## config.mk

```make
export PLATFORM = sky130hd
export DESIGN_NAME = ecc_secded_codec
export DESIGN_NICKNAME = d
export VERILOG_FILES = /design/src/rtl/ecc_secded_pkg.sv /design/src/rtl/ecc_secded_enc.sv /design/src/rtl/ecc_secded_inject.sv /design/src/rtl/ecc_secded_dec.sv /design/src/rtl/ecc_secded_codec.sv
export SDC_FILE = /design/constraint.sdc
export NUM_CORES = 1
export LEC_CHECK = 0
export BUFFER_PORTS_ARGS = -buffer_cell sky130_fd_sc_hd__buf_2
export CORE_MARGIN = 2
export CORE_UTILIZATION = 37
export CTS_CLUSTER_DIAMETER = 80
export CTS_CLUSTER_SIZE = 20
export DETAILED_ROUTE_END_ITERATION = 12
export GPL_TIMING_DRIVEN = 0
export PLACE_DENSITY = 0.71
export SYNTH_ARGS = -nofsm -noshare
export SYNTH_HDL_FRONTEND = slang
export SYNTH_SLANG_ARGS = --single-unit
```

## constraint.sdc

```tcl
create_clock -name clk_i -period 3.4 [get_ports clk_i]
set_clock_uncertainty 0.2 [all_clocks]
set_input_delay 0.17 -clock clk_i [delete_from_list [all_inputs] [get_ports clk_i]]
set_output_delay 0.17 -clock clk_i [all_outputs]
set_load 0.1 [all_outputs]
```

## src/rtl/ecc_secded_pkg.sv

```systemverilog
package ecc_secded_pkg;
  localparam int DATA_W    = 64;
  localparam int CHK_W     = 8;
  localparam int HALF_W    = DATA_W / 2;
  localparam int IDX_W     = $clog2(DATA_W);
  localparam int CHK_IDX_W = $clog2(CHK_W);
  localparam int REG_AW    = 2;
  localparam int EN_BIT    = CHK_W;

  localparam logic [REG_AW-1:0] ADDR_HI   = 2'd0;
  localparam logic [REG_AW-1:0] ADDR_LO   = 2'd1;
  localparam logic [REG_AW-1:0] ADDR_CTRL = 2'd2;

  typedef logic [DATA_W-1:0] data_t;
  typedef logic [CHK_W-1:0]  chk_t;

  function automatic data_t chk_mask(input int i);
    case (i)
      0:       chk_mask = 64'hf00fe11e_c33c0ff7;
      1:       chk_mask = 64'h00ff00ff_00fff0ff;
      2:       chk_mask = 64'h0f0f0f0f_0f0fff00;
      3:       chk_mask = 64'h11113333_7777000f;
      4:       chk_mask = 64'h22224444_8888222f;
      5:       chk_mask = 64'h44448888_ffff4441;
      6:       chk_mask = 64'h8888ffff_11118882;
      7:       chk_mask = 64'hffff1111_22221114;
      default: chk_mask = '0;
    endcase
  endfunction

  function automatic chk_t calc_chk(input data_t d);
    calc_chk = '0;
    for (int i = 0; i < CHK_W; i++) calc_chk[i] = ^(d & chk_mask(i));
  endfunction

  // syndrome produced by a flip of data bit k
  function automatic chk_t col_of(input int k);
    data_t m;
    col_of = '0;
    for (int i = 0; i < CHK_W; i++) begin
      m = chk_mask(i);
      col_of[i] = m[k];
    end
  endfunction
endpackage

```

## src/rtl/ecc_secded_enc.sv

```systemverilog
module ecc_secded_enc
  import ecc_secded_pkg::*;
(
  input  data_t data_i,
  output chk_t  chk_o
);
  for (genvar g = 0; g < CHK_W; g++) begin : g_bit
    assign chk_o[g] = ^(data_i & chk_mask(g));
  end
endmodule

```

## src/rtl/ecc_secded_inject.sv

```systemverilog
module ecc_secded_inject
  import ecc_secded_pkg::*;
(
  input  logic              clk_i,
  input  logic              rst_ni,
  input  logic              reg_we_i,
  input  logic [REG_AW-1:0] reg_addr_i,
  input  logic [HALF_W-1:0] reg_wdata_i,
  input  data_t             data_i,
  input  chk_t              chk_i,
  output data_t             data_o,
  output chk_t              chk_o,
  output logic              en_o
);
  logic [HALF_W-1:0] hi_q, lo_q;
  chk_t              cm_q;
  logic              en_q;

  always_ff @(posedge clk_i or negedge rst_ni) begin
    if (!rst_ni) begin
      hi_q <= '0;
      lo_q <= '0;
      cm_q <= '0;
      en_q <= 1'b0;
    end else if (reg_we_i) begin
      case (reg_addr_i)
        ADDR_HI: hi_q <= reg_wdata_i;
        ADDR_LO: lo_q <= reg_wdata_i;
        ADDR_CTRL: begin
          if (reg_wdata_i[EN_BIT]) begin
            cm_q <= reg_wdata_i[CHK_W-1:0];
            en_q <= 1'b1;
          end else begin
            // disable clears every mask
            hi_q <= '0;
            lo_q <= '0;
            cm_q <= '0;
            en_q <= 1'b0;
          end
        end
        default: ;
      endcase
    end
  end

  assign data_o = data_i ^ ({hi_q, lo_q} & {DATA_W{en_q}});
  assign chk_o  = chk_i ^ (cm_q & {CHK_W{en_q}});
  assign en_o   = en_q;
endmodule

```

## src/rtl/ecc_secded_dec.sv

```systemverilog
module ecc_secded_dec
  import ecc_secded_pkg::*;
(
  input  data_t             data_i,
  input  chk_t              chk_i,
  output data_t             data_o,
  output chk_t              chk_o,
  output logic              single_o,
  output logic              multi_o,
  output logic [IDX_W-1:0]  idx_o,
  output logic              in_chk_o
);
  chk_t                 recalc, syn;
  logic [DATA_W-1:0]    hit;
  logic                 data_hit, chk_hit;
  logic [IDX_W-1:0]     data_idx;
  logic [CHK_IDX_W-1:0] chk_idx;

  ecc_secded_enc u_enc (.data_i(data_i), .chk_o(recalc));
  assign syn = recalc ^ chk_i;

  for (genvar g = 0; g < DATA_W; g++) begin : g_col
    assign hit[g] = (syn == col_of(g));
  end

  always_comb begin
    data_hit = |hit;
    data_idx = '0;
    for (int k = DATA_W - 1; k >= 0; k--) if (hit[k]) data_idx = IDX_W'(k);
    chk_idx = '0;
    for (int i = CHK_W - 1; i >= 0; i--) if (syn[i]) chk_idx = CHK_IDX_W'(i);
    chk_hit = !data_hit && $onehot(syn);

    data_o   = data_i;
    chk_o    = chk_i;
    single_o = 1'b0;
    multi_o  = 1'b0;
    idx_o    = '0;
    in_chk_o = 1'b0;
    if (data_hit) begin
      data_o[data_idx] = ~data_i[data_idx];
      single_o         = 1'b1;
      idx_o            = data_idx;
    end else if (chk_hit) begin
      chk_o[chk_idx] = ~chk_i[chk_idx];
      single_o       = 1'b1;
      idx_o          = IDX_W'(chk_idx);
      in_chk_o       = 1'b1;
    end else if (syn != '0) begin
      multi_o = 1'b1;
    end
  end
endmodule

```

## src/rtl/ecc_secded_codec.sv

```systemverilog
module ecc_secded_codec
  import ecc_secded_pkg::*;
(
  input  logic              clk_i,
  input  logic              rst_ni,
  input  logic              reg_we_i,
  input  logic [1:0]        reg_addr_i,
  input  logic [31:0]       reg_wdata_i,
  input  logic [63:0]       wr_data_i,
  output logic [63:0]       wr_data_o,
  output logic [7:0]        wr_chk_o,
  input  logic [63:0]       rd_data_i,
  input  logic [7:0]        rd_chk_i,
  output logic [63:0]       rd_data_o,
  output logic [7:0]        rd_chk_o,
  output logic              rd_err_single_o,
  output logic              rd_err_multi_o,
  output logic [5:0]        rd_err_idx_o,
  output logic              rd_err_in_chk_o
);
  chk_t             wr_chk_raw;
  logic             inj_en;
  data_t            dec_data;
  chk_t             dec_chk;
  logic             dec_single, dec_multi, dec_in_chk;
  logic [IDX_W-1:0] dec_idx;

  ecc_secded_enc u_enc (.data_i(wr_data_i), .chk_o(wr_chk_raw));

  ecc_secded_inject u_inj (
    .clk_i       (clk_i),
    .rst_ni      (rst_ni),
    .reg_we_i    (reg_we_i),
    .reg_addr_i  (reg_addr_i),
    .reg_wdata_i (reg_wdata_i),
    .data_i      (wr_data_i),
    .chk_i       (wr_chk_raw),
    .data_o      (wr_data_o),
    .chk_o       (wr_chk_o),
    .en_o        (inj_en)
  );

  ecc_secded_dec u_dec (
    .data_i   (rd_data_i),
    .chk_i    (rd_chk_i),
    .data_o   (dec_data),
    .chk_o    (dec_chk),
    .single_o (dec_single),
    .multi_o  (dec_multi),
    .idx_o    (dec_idx),
    .in_chk_o (dec_in_chk)
  );

  always_ff @(posedge clk_i or negedge rst_ni) begin
    if (!rst_ni) begin
      rd_data_o       <= '0;
      rd_chk_o        <= '0;
      rd_err_single_o <= 1'b0;
      rd_err_multi_o  <= 1'b0;
      rd_err_idx_o    <= '0;
      rd_err_in_chk_o <= 1'b0;
    end else begin
      rd_data_o       <= dec_data;
      rd_chk_o        <= dec_chk;
      rd_err_single_o <= dec_single;
      rd_err_multi_o  <= dec_multi;
      rd_err_idx_o    <= dec_idx;
      rd_err_in_chk_o <= dec_in_chk;
    end
  end
endmodule

```

==> tab_implementation.tex <==
\begin{tabular}{lr}
\hline
Metric & Value \\
\hline
\multicolumn{2}{l}{\textbf{Run status}} \\
\quad Outcome & complete, but fails checks \\
\quad Failing checks & negative setup slack \\
\multicolumn{2}{l}{\textbf{Placed design}} \\
\quad Number of I/O port buffers & 321 \\
\quad Weighted congestion at the end of routability-driven global placement & about 1.0 \\
\quad Half-perimeter wire length after detailed placement & $\sim$43,000 um \\
\quad Number of placed cells counting well taps & roughly 2,100 \\
\quad Standard cell area after detailed placement & 15,200 um\^{}2 \\
\multicolumn{2}{l}{\textbf{GRT}} \\
\quad Wire length of the first global-routing pass & roughly 85,000 um \\
\quad Initial antenna violation count & 6 \\
\quad GRT Residual Overflow & 0 \\
\quad Via count of the first global-routing pass & 13,531 \\
\quad Maximum number of pins on one net before global-route repair & between 90 and 100 \\
\quad All-Layer GR Usage & 0.322 \\
\multicolumn{2}{l}{\textbf{Layout}} \\
\quad Filler cells & between 2,000 and 3,000 \\
\quad Number of standard cells in the layout, taps in and fillers out & 2,376 \\
\quad Post-route cell area & 18,900 um\^{}2 \\
\quad Area growth, synth to finish & 51.3\% \\
\quad Proportion of layout cells with a drive suffix above 1 & 0.385 \\
\quad Post-layout net count & 2,104 \\
\quad Ant diodes & 0 \\
\multicolumn{2}{l}{\textbf{Synthesis}} \\
\quad Mapped cell area & 12,500 um\^{}2 \\
\quad Seq cells post-synth & 154 \\
\quad Most frequently used flop master after synthesis & sky130\_fd\_sc\_hd\_\_dfrtp\_1 \\
\quad Ys Warns & 0 \\
\quad Adder-Cell Fraction of Synth Area & 0.0184 \\
\quad Count of flip-flops with a built-in enable after synthesis & 0 \\
\quad Simple-gate share of the synthesized area & 0.140 \\
\quad Xor/xnor share of the synthesized area & 0.277 \\
\quad Sequential-to-total area share from yosys stat & 0.308 \\
\quad Portion of synthesized cell area occupied by the leading cell type & 0.308 \\
\quad Dominant cell type by area after synthesis & sky130\_fd\_sc\_hd\_\_dfrtp\_1 \\
\quad Async set-or-reset flop fraction in the synthesized netlist & 1.00 \\
\quad Main area contributors after synthesis & sky130\_fd\_sc\_hd\_\_dfrtp\_1 31\%, sky130\_fd\_sc\_hd\_\_xnor2\_1 21\%, sky130\_fd\_sc\_hd\_\_nand2\_1 6.4\% \\
\quad Mean area per synthesized cell & 9.10 um\^{}2 \\
\quad Combinational family with the most area after synthesis & XOR/XNOR gates \\
\quad Cell variety after synth & 88 \\
\quad Nets in the synthesized netlist & 1,563 \\
\quad Cells after synthesis & 1,374 \\
\quad Post-synthesis mux area share & 0.0573 \\
\quad Fraction of the mapped netlist area in compound gates & 0.164 \\
\multicolumn{2}{l}{\textbf{Setup path}} \\
\quad Reg-to-reg endpoint & u\_inj.en\_o \\
\quad Critical path type & input port to flip-flop \\
\quad Critical path arrival & 5360 ps \\
\quad Flop-to-flop setup slack & 1410 ps \\
\quad Critical register-to-register path startpoint & u\_inj.en\_o \\
\quad CP Launch Type & input port \\
\quad Slowest CP cell & sky130\_fd\_sc\_hd\_\_a31oi\_4 \\
\quad Worst path max stage delay & 420 ps \\
\quad Depth of the most critical reg-to-reg path & 4 \\
\quad Maximum net fanout on the critical path & 10 \\
\quad Type of destination of the critical path & flip-flop \\
\quad Data required time of the worst path & 3550 ps \\
\multicolumn{2}{l}{\textbf{Drt}} \\
\quad Final wirelength & 59,200 um \\
\quad Detailed router's first-iteration violation count & about 1,600 \\
\quad Vias after detailed routing & 13,650 \\
\quad M1 WL & 21,800 um \\
\quad Number of antenna-violating nets in the routed design & 0 \\
\quad First-pass iteration count of the detailed router & 6 \\
\quad Routed length on met3 & 5790 um \\
\quad Wire per inst & around 25 um \\
\quad Drt drc & 0 \\
\quad Average vias per placed instance & 5.74 \\
\quad Top layer used by detailed routing & met5 \\
\quad Met2 routed wirelength & 27,700 um \\
\multicolumn{2}{l}{\textbf{Worst hold path}} \\
\quad Classification of the worst-slack hold path & input port to async pin \\
\multicolumn{2}{l}{\textbf{CTS}} \\
\quad H-tree levels & 4 \\
\quad CTS tree & yes \\
\quad Post-CTS clock slew at the launch and capture registers of the worst setup and hold paths & 70 ps \\
\quad Number of CTS-inserted buffers & 17 \\
\quad Clock root cell & sky130\_fd\_sc\_hd\_\_clkbuf\_16 \\
\quad Clock Tree Buf Depth & 2 \\
\quad Worst skew pair latency & approximately 450 ps \\
\quad CTS Sinks & 154 \\
\multicolumn{2}{l}{\textbf{Timing}} \\
\quad Setup repair after global routing missed its margin & true \\
\quad Final critical-path share of the clock period & 1.53 \\
\quad Setup violation total in the final timing report & between 80 and 90 \\
\quad Pins Over Slew Limit & 0 \\
\quad Final count of hold timing violations & 0 \\
\quad Minimum period implied by the final worst setup slack & 5210 ps \\
\quad Remaining max-slew budget at the tightest pin & 0.292 \\
\quad Transition at the pin with the smallest max-transition slack & 1060 ps \\
\quad Highest clock frequency the design can meet & 0.192 GHz \\
\quad Final worst-path setup slack & -1810 ps \\
\multicolumn{2}{l}{\textbf{Die}} \\
\quad Starting Density & 0.375 \\
\quad Die Y & 188 um \\
\quad Number of ports placed on the die boundary & 326 \\
\quad Std-Cell Rows & 67 \\
\quad Die Footprint & about 35,000 um\^{}2 \\
\quad Standard cell core area & $\sim$33,000 um\^{}2 \\
\quad Chip Width & 188 um \\
\multicolumn{2}{l}{\textbf{Job}} \\
\quad Max-capacitance violation count & 0 \\
\hline
\end{tabular}
==> critical path: cells and delay by family <==
| family | cells | cell delay (ps) |
|---|---|---|
| buffers and inverters | 7 | 1260 |
| adder cells (fa/ha/maj) | 1 | 200 |
| AND/OR/NAND/NOR | 5 | 690 |
| AO/OA/AOI/OAI | 6 | 1610 |
| XOR/XNOR | 6 | 1380 |
==> cell type report <==
class,instances,area (um^2),area share
clock inverter,14,115,0.00609
inverter,35,149,0.00787
multi-input combinational,1115,9680,0.512
timing repair buffer,529,3660,0.194
buffer,63,458,0.0242
clock buffer,18,439,0.0232
sequential,154,3850,0.204
tap,448,561,0.0296
==> cell families after synthesis <==
kind of cell    count (synthesis)
fa+ha+maj                      16
compound gates                276
simple gates                  401
flops                         154
mux                            63
xor+xnor                      359
buf+inv                       105
==> metrics by stage <==
step           worst slack [ps]  hold slack [ps]  utilization  TNS (ps)
6_report                  -1810             67.7        0.567   -123930
3_3_place_gp              -2940              226        0.454   -252420
2_1_floorplan             -1460             -326            -    -95830
5_1_grt                   -1840             50.6        0.567   -130780
4_1_cts                   -1460             10.5        0.540    -98400
3_5_place_dp              -2940            -18.8        0.455   -200660
==> what timing repair did <==
action	in CTS	in global routing
endpoints found under the setup margin	82	91
hold buffers	104	0
resized for setup	181	113
pin swaps	57	59
cloned	0	2
endpoints found under the hold margin	200	0
setup buffers	56	47
==> worst max-delay path by stage <==
stage                          to  slack, ps  cells after the start           from
floorplan             rd_chk_o[5]      -1460                     17  rd_data_i[32]
global placement    rd_data_o[12]      -2940                     19  rd_data_i[32]
detailed placement  rd_data_o[60]      -2940                     21  rd_data_i[36]
CTS                 rd_data_o[34]      -1460                     18  rd_data_i[35]
global route        rd_data_o[26]      -1840                     25  rd_data_i[36]
finish              rd_data_o[27]      -1810                     25  rd_data_i[36]
==> Yosys cell counts (all sizes together), types with 8 or more instances <==
cell type	number
inv	35
mux2i	18
xnor2	299
a31oi	16
nor3	16
nand3	31
nor2b	9
o211ai	10
a22o	10
a221oi	9
mux2	45
buf	32
clkbuf	38
xor2	38
xnor3	18
nand2	214
o21ai	77
a21oi	32
nand4	8
a32o	24
and2	19
dfrtp	154
nor2	81
o31ai	9
ha	12
o22a	16
==> sequential cells by signal, indices dropped and copies added, names as in the netlist <==
signal	flops
rd_err_multi_o	1
rd_err_idx_o	6
rd_err_in_chk_o	1
u_inj.hi_q	32
rd_err_single_o	1
rd_data_o	64
rd_chk_o	8
u_inj.cm_q	8
u_inj.en_o	1
u_inj.lo_q	32
==> metal layers <==
metal | vias to the layer above | global-route usage
li1 | 5829 | -
met1 | 6505 | 0.380
met2 | 1043 | 0.546
met3 | 267 | 0.0775
met4 | 6 | 0.166
met5 | - | 0
==> cell usage in the layout, fill, tap and decap left out, types with 8 or more instances in the layout <==
master,netlist,routed
sky130_fd_sc_hd__a21oi_1,30,24
sky130_fd_sc_hd__a22o_1,10,10
sky130_fd_sc_hd__a31oi_1,16,15
sky130_fd_sc_hd__a32o_1,24,23
sky130_fd_sc_hd__and2_1,17,9
sky130_fd_sc_hd__and2_4,1,8
sky130_fd_sc_hd__buf_1,14,10
sky130_fd_sc_hd__buf_12,0,10
sky130_fd_sc_hd__buf_2,15,309
sky130_fd_sc_hd__buf_4,2,96
sky130_fd_sc_hd__buf_6,1,19
sky130_fd_sc_hd__clkbuf_1,38,20
sky130_fd_sc_hd__clkbuf_16,0,20
sky130_fd_sc_hd__dfrtp_1,154,154
sky130_fd_sc_hd__dlygate4sd3_1,0,104
sky130_fd_sc_hd__inv_1,33,25
sky130_fd_sc_hd__mux2_2,34,15
sky130_fd_sc_hd__mux2_4,8,29
sky130_fd_sc_hd__mux2i_1,18,15
sky130_fd_sc_hd__nand2_1,214,198
sky130_fd_sc_hd__nand3_1,31,28
sky130_fd_sc_hd__nand4_1,8,8
sky130_fd_sc_hd__nor2_1,80,64
sky130_fd_sc_hd__nor2_4,1,11
sky130_fd_sc_hd__o211ai_1,10,10
sky130_fd_sc_hd__o21ai_0,74,63
sky130_fd_sc_hd__o22a_1,16,11
sky130_fd_sc_hd__xnor2_1,297,264
sky130_fd_sc_hd__xnor2_2,2,29
sky130_fd_sc_hd__xnor3_1,18,11
sky130_fd_sc_hd__xor2_1,38,27
sky130_fd_sc_hd__xor2_2,0,9
Power is not shown: default switching activity piles up to over one toggle a cycle in this logic, so the estimate is an artifact.
